===== src/rtl/flash_poll_pkg.sv =====
package flash_poll_pkg;

    typedef enum logic [2:0] {
        S_IDLE,
        S_WRITE,
        S_POLL,
        S_SETTLE,
        S_VERIFY,
        S_FINISH
    } seq_state_t;

    typedef enum logic [1:0] {
        B_IDLE,
        B_SETUP,
        B_STROBE,
        B_RECOV
    } bus_state_t;

    typedef enum logic [1:0] {
        AS_UNLOCK_A,
        AS_UNLOCK_B,
        AS_TARGET
    } addr_sel_t;

    typedef struct packed {
        addr_sel_t  sel;
        logic [7:0] data;
    } cmd_step_t;

    localparam int PROG_STEPS  = 4;
    localparam int ERASE_STEPS = 6;

    // Command step table: the order of the unlock cycles is protocol behaviour.
    function automatic cmd_step_t cmd_step(input logic erase,
                                           input logic [2:0] idx,
                                           input logic [7:0] wdata);
        cmd_step_t s;
        s.sel  = AS_UNLOCK_A;
        s.data = 8'hAA;
        unique case (idx)
            3'd0: begin s.sel = AS_UNLOCK_A; s.data = 8'hAA; end
            3'd1: begin s.sel = AS_UNLOCK_B; s.data = 8'h55; end
            3'd2: begin s.sel = AS_UNLOCK_A; s.data = erase ? 8'h80 : 8'hA0; end
            3'd3: begin
                if (erase) begin s.sel = AS_UNLOCK_A; s.data = 8'hAA;  end
                else       begin s.sel = AS_TARGET;   s.data = wdata;  end
            end
            3'd4: begin s.sel = AS_UNLOCK_B; s.data = 8'h55; end
            3'd5: begin s.sel = AS_TARGET;   s.data = 8'h30; end
            default: begin s.sel = AS_UNLOCK_A; s.data = 8'hAA; end
        endcase
        return s;
    endfunction

endpackage


===== src/rtl/fpc_bus_cycle.sv =====
module fpc_bus_cycle #(
    parameter int AW       = 19,
    parameter int WR_PULSE = 4,
    parameter int RD_PULSE = 4
) (
    input  logic          clk,
    input  logic          rst_n,
    input  logic          start,
    input  logic          is_read,
    input  logic [AW-1:0] addr_in,
    input  logic [7:0]    wdata_in,
    output logic          cyc_done,
    output logic [7:0]    rdata,
    output logic [AW-1:0] fl_addr,
    output logic [7:0]    fl_dq_out,
    output logic          fl_dq_oe,
    input  logic [7:0]    fl_dq_in,
    output logic          fl_we_n,
    output logic          fl_oe_n,
    output logic          fl_ce_n
);
    import flash_poll_pkg::*;

    localparam int MAXP = (WR_PULSE > RD_PULSE) ? WR_PULSE : RD_PULSE;
    localparam int CW   = $clog2(MAXP + 1);

    bus_state_t    st, st_nxt;
    logic [CW-1:0] cnt;
    logic          lat_read;
    logic [AW-1:0] lat_addr;
    logic [7:0]    lat_wdata;
    logic          last_beat;
    logic          nxt_read;

    assign last_beat = lat_read ? (cnt == CW'(RD_PULSE - 1))
                                : (cnt == CW'(WR_PULSE - 1));
    assign nxt_read  = (st == B_IDLE) ? is_read : lat_read;
    assign cyc_done  = (st == B_RECOV);
    assign fl_addr   = lat_addr;
    assign fl_dq_out = lat_wdata;

    always_comb begin
        st_nxt = st;
        unique case (st)
            B_IDLE:   if (start)     st_nxt = B_SETUP;
            B_SETUP:                 st_nxt = B_STROBE;
            B_STROBE: if (last_beat) st_nxt = B_RECOV;
            B_RECOV:                 st_nxt = B_IDLE;
            default:                 st_nxt = B_IDLE;
        endcase
    end

    // State register
    always_ff @(posedge clk or negedge rst_n) begin
        if (!rst_n) st <= B_IDLE;
        else        st <= st_nxt;
    end

    // Datapath and registered strobes
    always_ff @(posedge clk or negedge rst_n) begin
        if (!rst_n) begin
            cnt       <= '0;
            lat_read  <= 1'b0;
            lat_addr  <= '0;
            lat_wdata <= '0;
            rdata     <= '0;
            fl_we_n   <= 1'b1;
            fl_oe_n   <= 1'b1;
            fl_ce_n   <= 1'b1;
            fl_dq_oe  <= 1'b0;
        end else begin
            if (st == B_STROBE && !last_beat) cnt <= cnt + 1'b1;
            else                              cnt <= '0;
            if (st == B_IDLE && start) begin
                lat_read  <= is_read;
                lat_addr  <= addr_in;
                lat_wdata <= wdata_in;
            end
            if (st == B_STROBE && last_beat && lat_read) rdata <= fl_dq_in;
            fl_we_n  <= !(st_nxt == B_STROBE && !lat_read);
            fl_oe_n  <= !(st_nxt == B_STROBE &&  lat_read);
            fl_ce_n  <= !(st_nxt == B_SETUP || st_nxt == B_STROBE);
            fl_dq_oe <= (st_nxt != B_IDLE) && !nxt_read;
        end
    end

    assert_strobe_excl_R2: assert property (@(posedge clk) disable iff (!rst_n)
        !(!fl_we_n && !fl_oe_n));
    assert_write_drives_R2: assert property (@(posedge clk) disable iff (!rst_n)
        !fl_we_n |-> fl_dq_oe);
    assert_strobe_selected_R1: assert property (@(posedge clk) disable iff (!rst_n)
        (!fl_we_n || !fl_oe_n) |-> !fl_ce_n);

endmodule


===== src/rtl/fpc_status_eval.sv =====
module fpc_status_eval (
    input  logic       mode_toggle,
    input  logic       op_erase,
    input  logic       exp_bit7,
    input  logic [7:0] dq,
    input  logic       prev_dq6,
    input  logic       have_prev,
    output logic       complete
);
    logic poll_hit;
    logic toggle_hit;

    assign poll_hit   = op_erase ? dq[7] : (dq[7] == exp_bit7);
    assign toggle_hit = have_prev && (dq[6] == prev_dq6);
    assign complete   = mode_toggle ? toggle_hit : poll_hit;

endmodule


===== src/rtl/fpc_seq.sv =====
module fpc_seq #(
    parameter int AW         = 19,
    parameter int MAX_POLLS  = 65535,
    parameter int SETTLE_CYC = 50,
    parameter int UNLOCK_A   = 'h5555,
    parameter int UNLOCK_B   = 'h2AAA
) (
    input  logic          clk,
    input  logic          rst_n,
    input  logic          req_valid,
    input  logic          req_erase,
    input  logic          req_poll_toggle,
    input  logic          req_verify,
    input  logic [AW-1:0] req_addr,
    input  logic [7:0]    req_data,
    output logic          busy,
    output logic          done,
    output logic          timeout_err,
    output logic          verify_err,
    output logic          bc_start,
    output logic          bc_read,
    output logic [AW-1:0] bc_addr,
    output logic [7:0]    bc_wdata,
    input  logic          bc_done,
    input  logic [7:0]    bc_rdata
);
    import flash_poll_pkg::*;

    localparam int PCW = $clog2(MAX_POLLS + 1);
    localparam int SCW = $clog2(SETTLE_CYC + 1);

    seq_state_t     state, nxt;
    logic           op_erase, op_toggle, op_verify;
    logic [AW-1:0]  op_addr;
    logic [7:0]     op_data;
    logic [2:0]     idx;
    logic [2:0]     last_idx;
    logic [PCW-1:0] poll_cnt;
    logic [SCW-1:0] settle_cnt;
    logic           prev6, have_prev;
    logic           st_complete;
    logic           poll_last;
    cmd_step_t      step;
    logic [7:0]     verify_exp;

    assign last_idx   = op_erase ? 3'(ERASE_STEPS - 1) : 3'(PROG_STEPS - 1);
    assign poll_last  = (poll_cnt == PCW'(MAX_POLLS - 1));
    assign step       = cmd_step(op_erase, idx, op_data);
    assign verify_exp = op_erase ? 8'hFF : op_data;

    fpc_status_eval u_eval (
        .mode_toggle (op_toggle),
        .op_erase    (op_erase),
        .exp_bit7    (op_data[7]),
        .dq          (bc_rdata),
        .prev_dq6    (prev6),
        .have_prev   (have_prev),
        .complete    (st_complete)
    );

    always_comb begin
        nxt = state;
        unique case (state)
            S_IDLE:   if (req_valid) nxt = S_WRITE;
            S_WRITE:  if (bc_done && idx == last_idx) nxt = S_POLL;
            S_POLL: begin
                if (bc_done) begin
                    if (st_complete)    nxt = op_verify ? S_SETTLE : S_FINISH;
                    else if (poll_last) nxt = S_FINISH;
                end
            end
            S_SETTLE: if (settle_cnt == SCW'(SETTLE_CYC - 1)) nxt = S_VERIFY;
            S_VERIFY: if (bc_done) nxt = S_FINISH;
            S_FINISH: nxt = S_IDLE;
            default:  nxt = S_IDLE;
        endcase
    end

    // State register
    always_ff @(posedge clk or negedge rst_n) begin
        if (!rst_n) state <= S_IDLE;
        else        state <= nxt;
    end

    // Bus requests toward the cycle engine
    always_comb begin
        bc_start = (state == S_WRITE) || (state == S_POLL) || (state == S_VERIFY);
        bc_read  = (state == S_POLL) || (state == S_VERIFY);
        bc_wdata = step.data;
        if (bc_read || step.sel == AS_TARGET) bc_addr = op_addr;
        else if (step.sel == AS_UNLOCK_B)     bc_addr = AW'(UNLOCK_B);
        else                                  bc_addr = AW'(UNLOCK_A);
    end

    assign busy = (state != S_IDLE);
    assign done = (state == S_FINISH);

    // Operation registers and result flags
    always_ff @(posedge clk or negedge rst_n) begin
        if (!rst_n) begin
            op_erase    <= 1'b0;
            op_toggle   <= 1'b0;
            op_verify   <= 1'b0;
            op_addr     <= '0;
            op_data     <= '0;
            idx         <= '0;
            poll_cnt    <= '0;
            settle_cnt  <= '0;
            prev6       <= 1'b0;
            have_prev   <= 1'b0;
            timeout_err <= 1'b0;
            verify_err  <= 1'b0;
        end else begin
            unique case (state)
                S_IDLE: begin
                    if (req_valid) begin
                        op_erase    <= req_erase;
                        op_toggle   <= req_poll_toggle;
                        op_verify   <= req_verify;
                        op_addr     <= req_addr;
                        op_data     <= req_data;
                        idx         <= '0;
                        poll_cnt    <= '0;
                        settle_cnt  <= '0;
                        have_prev   <= 1'b0;
                        timeout_err <= 1'b0;
                        verify_err  <= 1'b0;
                    end
                end
                S_WRITE: if (bc_done && idx != last_idx) idx <= idx + 1'b1;
                S_POLL: begin
                    if (bc_done) begin
                        prev6     <= bc_rdata[6];
                        have_prev <= 1'b1;
                        if (!poll_last) poll_cnt <= poll_cnt + 1'b1;
                        if (!st_complete && poll_last) timeout_err <= 1'b1;
                    end
                end
                S_SETTLE: settle_cnt <= settle_cnt + 1'b1;
                S_VERIFY: if (bc_done) verify_err <= (bc_rdata != verify_exp);
                S_FINISH: ;
                default: ;
            endcase
        end
    end

    assert_done_pulse_R9: assert property (@(posedge clk) disable iff (!rst_n)
        done |=> !done);
    assert_timeout_at_done_R7: assert property (@(posedge clk) disable iff (!rst_n)
        $rose(timeout_err) |-> done);
    assert_verify_at_done_R8: assert property (@(posedge clk) disable iff (!rst_n)
        $rose(verify_err) |-> done);
    assert_poll_bound_R7: assert property (@(posedge clk) disable iff (!rst_n)
        poll_cnt < PCW'(MAX_POLLS));
    assert_busy_holds_op_R10: assert property (@(posedge clk) disable iff (!rst_n)
        (state != S_IDLE) |=> ($stable(op_addr) && $stable(op_erase) && $stable(op_data)));

endmodule


===== src/rtl/flash_poll_ctrl.sv =====
module flash_poll_ctrl #(
    parameter int AW         = 19,
    parameter int WR_PULSE   = 4,
    parameter int RD_PULSE   = 4,
    parameter int SETTLE_CYC = 50,
    parameter int MAX_POLLS  = 65535,
    parameter int UNLOCK_A   = 'h5555,
    parameter int UNLOCK_B   = 'h2AAA
) (
    input  logic          clk,
    input  logic          rst_n,
    input  logic          req_valid,
    input  logic          req_erase,
    input  logic          req_poll_toggle,
    input  logic          req_verify,
    input  logic [AW-1:0] req_addr,
    input  logic [7:0]    req_data,
    output logic          busy,
    output logic          done,
    output logic          timeout_err,
    output logic          verify_err,
    output logic [AW-1:0] fl_addr,
    output logic [7:0]    fl_dq_out,
    output logic          fl_dq_oe,
    input  logic [7:0]    fl_dq_in,
    output logic          fl_we_n,
    output logic          fl_oe_n,
    output logic          fl_ce_n
);
    logic          bc_start, bc_read, bc_done;
    logic [AW-1:0] bc_addr;
    logic [7:0]    bc_wdata, bc_rdata;

    fpc_seq #(
        .AW(AW), .MAX_POLLS(MAX_POLLS), .SETTLE_CYC(SETTLE_CYC),
        .UNLOCK_A(UNLOCK_A), .UNLOCK_B(UNLOCK_B)
    ) u_seq (
        .clk(clk), .rst_n(rst_n),
        .req_valid(req_valid), .req_erase(req_erase),
        .req_poll_toggle(req_poll_toggle), .req_verify(req_verify),
        .req_addr(req_addr), .req_data(req_data),
        .busy(busy), .done(done), .timeout_err(timeout_err), .verify_err(verify_err),
        .bc_start(bc_start), .bc_read(bc_read), .bc_addr(bc_addr), .bc_wdata(bc_wdata),
        .bc_done(bc_done), .bc_rdata(bc_rdata)
    );

    fpc_bus_cycle #(
        .AW(AW), .WR_PULSE(WR_PULSE), .RD_PULSE(RD_PULSE)
    ) u_bus (
        .clk(clk), .rst_n(rst_n),
        .start(bc_start), .is_read(bc_read), .addr_in(bc_addr), .wdata_in(bc_wdata),
        .cyc_done(bc_done), .rdata(bc_rdata),
        .fl_addr(fl_addr), .fl_dq_out(fl_dq_out), .fl_dq_oe(fl_dq_oe), .fl_dq_in(fl_dq_in),
        .fl_we_n(fl_we_n), .fl_oe_n(fl_oe_n), .fl_ce_n(fl_ce_n)
    );

    assert_idle_bus_R1: assert property (@(posedge clk) disable iff (!rst_n)
        !busy |-> (fl_ce_n && fl_we_n && fl_oe_n && !fl_dq_oe));

endmodule


===== config.mk =====
export PLATFORM = sky130hd
export DESIGN_NAME = flash_poll_ctrl
export DESIGN_NICKNAME = d
export VERILOG_FILES = /design/src/rtl/flash_poll_pkg.sv /design/src/rtl/fpc_bus_cycle.sv /design/src/rtl/fpc_status_eval.sv /design/src/rtl/fpc_seq.sv /design/src/rtl/flash_poll_ctrl.sv
export SDC_FILE = /design/constraint.sdc
export NUM_CORES = 1
export LEC_CHECK = 0
export BUFFER_PORTS_ARGS = -buffer_cell sky130_fd_sc_hd__buf_2
export CORE_UTILIZATION = 55
export DETAILED_ROUTE_END_ITERATION = 6
export HOLD_SLACK_MARGIN = 0.12
export PLACE_DENSITY = 0.89
export SETUP_SLACK_MARGIN = 0.2
export SYNTH_ARGS = -nofsm -noshare
export SYNTH_HDL_FRONTEND = slang
export SYNTH_SLANG_ARGS = --single-unit

===== constraint.sdc =====
create_clock -name clk -period 2.73 [get_ports clk]
set_input_delay 0.546 -clock clk [delete_from_list [all_inputs] [get_ports clk]]
set_output_delay 0.546 -clock clk [all_outputs]
set_load 0.01 [all_outputs]

==> results of run 1 <==
==> power breakdown <==
group	leakage, nW	internal, W	switching [W]
registers	1.33	0.00214	0.000523
logic	1.34	0.000979	0.00136
clock network	0.105	0.000459	0.000551
==> kinds of logic (layout without fill, tap and decap cells) <==
kind of cell,count (synthesis),count (layout),synth area share
xor+xnor,16,16,0.0270
simple gates,250,250,0.223
mux,13,13,0.0272
buf+inv,44,120,0.0344
flops,107,107,0.516
compound gates,103,103,0.131
fa+ha+maj,17,17,0.0409
==> stage by stage <==
stage	util	setup slack (ps)	power (W)	hold WS (ps)	instance area, µm²
detailed placement	0.617	463	0.00500	436	5680
CTS	0.640	399	0.00602	296	5880
global placement	0.617	605	0.00482	419	5680
finish	0.641	496	0.00602	256	5890
global route	0.641	346	0.00647	311	5890
floorplan	-	727	0.00422	250	5190
==> sequential cells by signal, summed over array words and instances (netlist names) <==
register	count
u_seq.op_addr	19
u_bus.fl_oe_n	1
u_seq.prev6	1
u_seq.have_prev	1
u_bus.st	2
u_seq.op_verify	1
u_seq.op_toggle	1
u_bus.fl_we_n	1
u_bus.rdata	8
u_bus.lat_read	1
u_seq.idx	3
u_seq.verify_err	1
u_seq.op_data	8
u_seq.poll_cnt	16
u_bus.fl_dq_out	8
u_bus.fl_dq_oe	1
u_bus.fl_addr	19
u_bus.fl_ce_n	1
u_seq.state	3
u_bus.cnt	3
u_seq.op_erase	1
u_seq.timeout_err	1
u_seq.settle_cnt	6
==> layout make-up <==
| class | count | area, µm² |
|---|---|---|
| clock inverters | 6 | 71.3 |
| flip-flops and latches | 107 | 2680 |
| clock buffers | 10 | 138 |
| inverters | 20 | 75.1 |
| fillers | 729 | 3310 |
| well taps | 111 | 139 |
| multi-input cells | 399 | 2340 |
| repair buffers | 84 | 445 |
==> placed cells by master (no fill, tap or decap), drive strengths merged, types with 6 or more instances in the layout <==
cell / synthesis / layout
nor4: 6 / 6
ha: 17 / 17
xnor2: 12 / 12
nor2: 35 / 35
inv: 20 / 22
mux2: 9 / 9
a31oi: 7 / 7
o22a: 9 / 9
buf: 10 / 84
nand3: 20 / 20
and2: 10 / 10
nor3: 9 / 9
dfrtp: 104 / 104
nand2b: 7 / 7
nand2: 137 / 137
a21oi: 23 / 23
clkbuf: 14 / 10
o21ai: 31 / 31
==> metal layers <==
| layer | vias up | track usage |
|---|---|---|
| met5 | - | 0 |
| met4 | 0 | 0.0905 |
| met3 | 20 | 0.0478 |
| met2 | 152 | 0.423 |
| met1 | 2050 | 0.327 |
| li1 | 2024 | - |
==> timing repair <==
action / 4_1_cts / 5_1_grt
setup buffers: 0 / 0
resized for setup: 0 / 2
endpoints found under the setup margin: 0 / 4
==> path summary, 6_finish.rpt <==
check	depth (start not counted)	end	slack, ps	startpoint
min in group clk	3	u_seq.op_addr[11]	350	req_addr[11]
setup reg to reg	7	u_bus.fl_addr[12]	500	u_seq.idx[0]
hold / removal	2	u_seq.op_addr[10]	260	rst_n
max in group asynchronous	2	u_seq.op_data[3]	1960	rst_n
setup / recovery	7	u_bus.fl_addr[12]	500	u_seq.idx[0]
hold reg to reg	1	u_bus.cnt[0]	450	u_bus.cnt[0]
==> worst max-delay path, stage by stage, from the launching register on <==
cell	delay (ps)
dfrtp_1	460
ha_1	240
ha_1	240
nor2b_2	220
or3_1	340
o221a_2	130
o21ai_2	330
o22a_1	220
==> results by group, run 1 <==
Route
  – 1st-iter DRT viols: 224
  – Wirelength per Cell: 15.7 µm
  – Via/cell ratio: 5.76
  – Detail Route Antenna Nets: 0
  – Drt first pass iters: 5
  – M1 WL: 4950 µm
  – Remaining design rule violation count: 0
  – Drt total wl: 11600 µm
  – Metal2 WL: 5740 µm
  – Top sig layer: met4
  – Metal3 WL: 697 µm
  – Routed vias: 4246

Synthesis
  – Sequential fraction of the synthesis area: 0.516
  – Number of library cell types mapped by synthesis: 58
  – Synth Area per Inst: 9.45 µm²
  – Synth warn: 0
  – Syn Nets: 608
  – Synth area leader: dfrtp_1
  – Top-count cell post-synth: nand2_1
  – Main synth FF type: dfrtp_1
  – Synth Cell Area: 5190 µm²
  – Cell count after synthesis: 550
  – Top cells by count, synth: nand2_1, dfrtp_1, nor2_1
  – Synth async-reset ratio: 1.00
  – Synth Register Bits: 107
  – Synth top area share: 0.501
  – Ranking of synthesized cells by area: dfrtp_1, nand2_1, ha_1
  – Number of flops mapped to enable cells by yosys: 0

Floorplanning
  – Die ar.: 9840 µm²
  – Die height: 99.2 µm
  – Top-level I/O count: 76
  – Num rows: 35
  – Total core area: 9200 µm²
  – Initial Utilization: 0.565
  – Die Width: 99.2 µm

CTS
  – Clk Tree Root Cell: clkbuf_8
  – Hold-fix buffers, CTS: 0
  – Worst-path clk slew: 100 ps
  – Clock buffer count from CTS: 9
  – CTS tree: done
  – Clock Sinks: 107
  – Clk Latency, worst-skew pair: 380 ps
  – Htree depth: 3
  – Clock Path Buffers: 2

Timing
  – Fin crit period: 2230 ps
  – Setup TNS: 0 ps
  – Measured slew at the worst slew-check pin: 707 ps
  – Final Cycle Share: 0.818
  – Final Max Tran Viols: 0
  – Peak Freq: 0.448 GHz
  – Final Hold Fails: 0
  – RSZ-0062 raised after global routing: false
  – # setup viols final: 0
  – Clock Skews: 9.18 ps
  – Rel. slew slack: 0.529

Power
  – Power density over the cells: 1020 nW/µm²
  – Leakage Power: 2.78 nW
  – Worst VDD drop: 0.000510 V

Worst setup path
  – WP data required: 3050 ps
  – Crit end category: flop
  – Worst setup SP type: flop
  – Critical path fanouts, max: 8
  – Crit path DAT: 2560 ps
  – Worst Setup Path Type: reg -> reg

Place
  – Gpl congestion: 0.881
  – DP HPWL: 8290 µm
  – Placed insts: 721
  – Port bufs: 75

Cells and area
  – Area growth syn-to-layout: 13.4%
  – Share of layout cells above drive strength 1: 0.198
  – Antenna diodes: 0
  – Net count reported at finish: 679
  – Fin cells: 737

Global routing
  – GR Overflow Total: 0
  – Via count of the first global-routing pass: 4177
  – Antenna violations before repair: 0
  – Total track usage: 0.251
  – First-pass GRT wire length: 19700 µm
  – Largest net degree at the start of global routing: 58

Job
  – Max Cap Viol: 0

Hold path
  – HP Class: in -> async

Outcome
  – Run status: complete, no violations
Note: power is estimated with default switching activity, not from simulation.
==> run 2: changes to the inputs <==
==> constraint.sdc (replaced) <==
create_clock -name clk -period 2.33 [get_ports clk]
set_input_delay 0.466 -clock clk [delete_from_list [all_inputs] [get_ports clk]]
set_output_delay 0.466 -clock clk [all_outputs]
set_load 0.01 [all_outputs]
==> run 2 against run 1 <==
  * Design area grew 1.6%
  * First-iteration DRC count grew 36%
  * Utilization grew 1.0 points
  * Wire length shrank 1.5%
  * Via count grew 0.78%
  * Sequential share of layout area shrank 0.66 points
  * Sequential power grew 16%
==> results by group, run 2 (synthesized netlist as in run 1, its figures left out) <==
Outcome
  – Run status: complete, no violations

Worst setup path
  – Critical path fanouts, max: 14 (+6)
  – Reg-to-Reg Start: u_seq.idx[0]
  – FF-to-FF setup slack: 320 ps (-170 ps)
  – Worst setup SP type: flop
  – Worst Setup Path Type: reg -> out
  – Worst reg2reg path endpoint: u_bus.fl_addr[10]
  – Slowest CP cell: dfrtp_1
  – Crit end category: primary output
  – WP data required: 1860 ps (-1190 ps)
  – Crit-path cells: nor3_1 > inv_1 > buf_2
  – Crit path DAT: 1540 ps (-1020 ps)
  – Critical Path Max Stage Delay: 570 ps (+110 ps)
  – Buffers & Inverters on Critical Path: 2 (+2)
  – Crit-path leading delay family: flip-flops
  – R2R cell count: 7 (unchanged)

Timing
  – Final Max Tran Viols: 0 (unchanged)
  – Clock Skews: 11.5 ps (+2.29 ps)
  – Final Hold Fails: 0 (unchanged)
  – Setup TNS: 0 ps (unchanged)
  – RSZ-0062 raised after global routing: false
  – Rel. slew slack: 0.591 (+0.0623)
  – # setup viols final: 0 (unchanged)
  – Peak Freq: 0.498 GHz
  – Fin worst setup slack: 324 ps (-172 ps)
  – Measured slew at the worst slew-check pin: 614 ps (-93.4 ps)
  – Fin crit period: 2010 ps
  – Final Cycle Share: 0.861

Floorplanning
  – Die Width: 99.2 µm (unchanged)
  – Total core area: 9200 µm² (unchanged)
  – Top-level I/O count: 76 (unchanged)
  – Die ar.: 9840 µm² (unchanged)
  – Die height: 99.2 µm (unchanged)
  – Initial Utilization: 0.565 (unchanged)
  – Num rows: 35 (unchanged)

Cells and area
  – Most frequent cells in the layout: nand2_1, dfrtp_1, buf_2
  – Area growth syn-to-layout: 15.2%
  – Finished Cell Area: 5990 µm² (+1.6%)
  – Share of layout cells above drive strength 1: 0.214 (+0.0161)
  – Fin util: 0.651 (+0.0103)
  – Net count reported at finish: 688 (+1.3%)
  – Antenna diodes: 0 (unchanged)
  – Commonest non-fill, non-tap cell in the layout: nand2_1

CTS
  – Clk Latency, worst-skew pair: 360 ps (-20 ps)
  – Worst-path clk slew: 100 ps (about the same)
  – Clock buffer count from CTS: 9 (unchanged)
  – Clk Tree Root Cell: clkbuf_8
  – # Post-CTS Setup Buffers: 0 (unchanged)
  – CTS tree: done
  – Clock Sinks: 107 (unchanged)
  – Clock Path Buffers: 2 (unchanged)
  – Htree depth: 3 (unchanged)

Route
  – Detail Route Antenna Nets: 0 (unchanged)
  – Drt total wl: 11400 µm (-1.5%)
  – Via/cell ratio: 5.74 (-0.44%)
  – Drt first pass iters: 6 (+1)
  – Wirelength per Cell: 15.3 µm (-2.7%)
  – 1st-iter DRT viols: 304 (+36%)
  – Routed vias: 4279 (+0.78%)
  – Remaining design rule violation count: 0 (unchanged)

Place
  – DP HPWL: 8290 µm (about the same)
  – Gpl congestion: 0.897 (+1.9%)
  – Port bufs: 75 (unchanged)
  – Cell area after placement: 5750 µm² (+1.3%)
  – Dpl ws: 47.2 ps (-415 ps)

Job
  – Max Cap Viol: 0 (unchanged)

Global routing
  – GR Overflow Total: 0 (unchanged)
  – Antenna violations before repair: 0 (unchanged)
  – Via count of the first global-routing pass: 4072 (-2.5%)
  – Largest net degree at the start of global routing: 48 (-17%)
  – Total track usage: 0.244 (-0.00748)
  – First-pass GRT wire length: 19000 µm (-3.2%)

Hold path
  – Hold path cells: 3
  – Worst Min Path Start: req_addr[11]
  – Hold Path End: u_seq.op_addr[11]
  – HP Class: in -> reg

Power
  – Tot Pwr: 0.00707 W (+17%)
  – Power density over the cells: 1180 nW/µm² (+16%)
  – Leakage Power: 2.82 nW (+1.3%)
  – Worst VDD drop: 0.000753 V (+48%)
-- run 2: worst register-to-register path, stage by stage (launching register included) --
cell and delay, ps:
dfrtp_2 450, ha_1 210, ha_2 200, nor2b_4 160, or3_1 310, o221a_2 140, o21ai_4 270, o22a_1 200
-- run 2: final cells by class --
cell class | count | area (µm²)
multi-input combinational | 399 | 2360
clock buffer | 9 | 124
clock inverter | 7 | 76.3
inverter | 20 | 75.1
fill | 707 | 3210
timing repair buffer | 93 | 528
sequential | 107 | 2690
tap | 111 | 139
-- run 2: layer usage --
metal | up-vias | global-route usage | routed length (µm)
li1 | 2053 | - | -
met1 | 2033 | 0.326 | 4980
met2 | 170 | 0.409 | 5530
met3 | 23 | 0.0429 | 684
met4 | 0 | 0.0769 | 214
met5 | - | 0 | 0
-- run 2: through the flow --
stage,instances,hold WS (ps)
finish,746,284
global route,746,290
CTS,746,274
detailed placement,729,431
global placement,729,420
floorplan,550,170
-- run 2: worst max-delay path by stage --
stage                              to  cells past startpoint      startpoint  slack, ps
finish                           busy                      3  u_seq.state[0]        320
CTS                 u_bus.fl_addr[10]                      7    u_seq.idx[0]        250
detailed placement  u_bus.fl_addr[10]                      7    u_seq.idx[0]         50
floorplan            u_bus.fl_addr[0]                      9    u_seq.idx[2]        330
global placement     u_bus.fl_addr[8]                      7    u_seq.idx[0]        210
global route        u_seq.poll_cnt[5]                      5  u_seq.state[0]        210
-- run 2: what timing repair did --
item	CTS	global route
endpoints found under the hold margin	9	0
endpoints found under the setup margin	8	22
hold buffers	1	0
resized for setup	2	7
pin swaps	0	2
-- run 2: power breakdown --
group | switching [W] | total, W | internal, W | leakage, nW
sequential | 0.000596 | 0.00311 | 0.00252 | 1.33
combinational | 0.00162 | 0.00282 | 0.00120 | 1.39
clock | 0.000633 | 0.00114 | 0.000502 | 0.0958
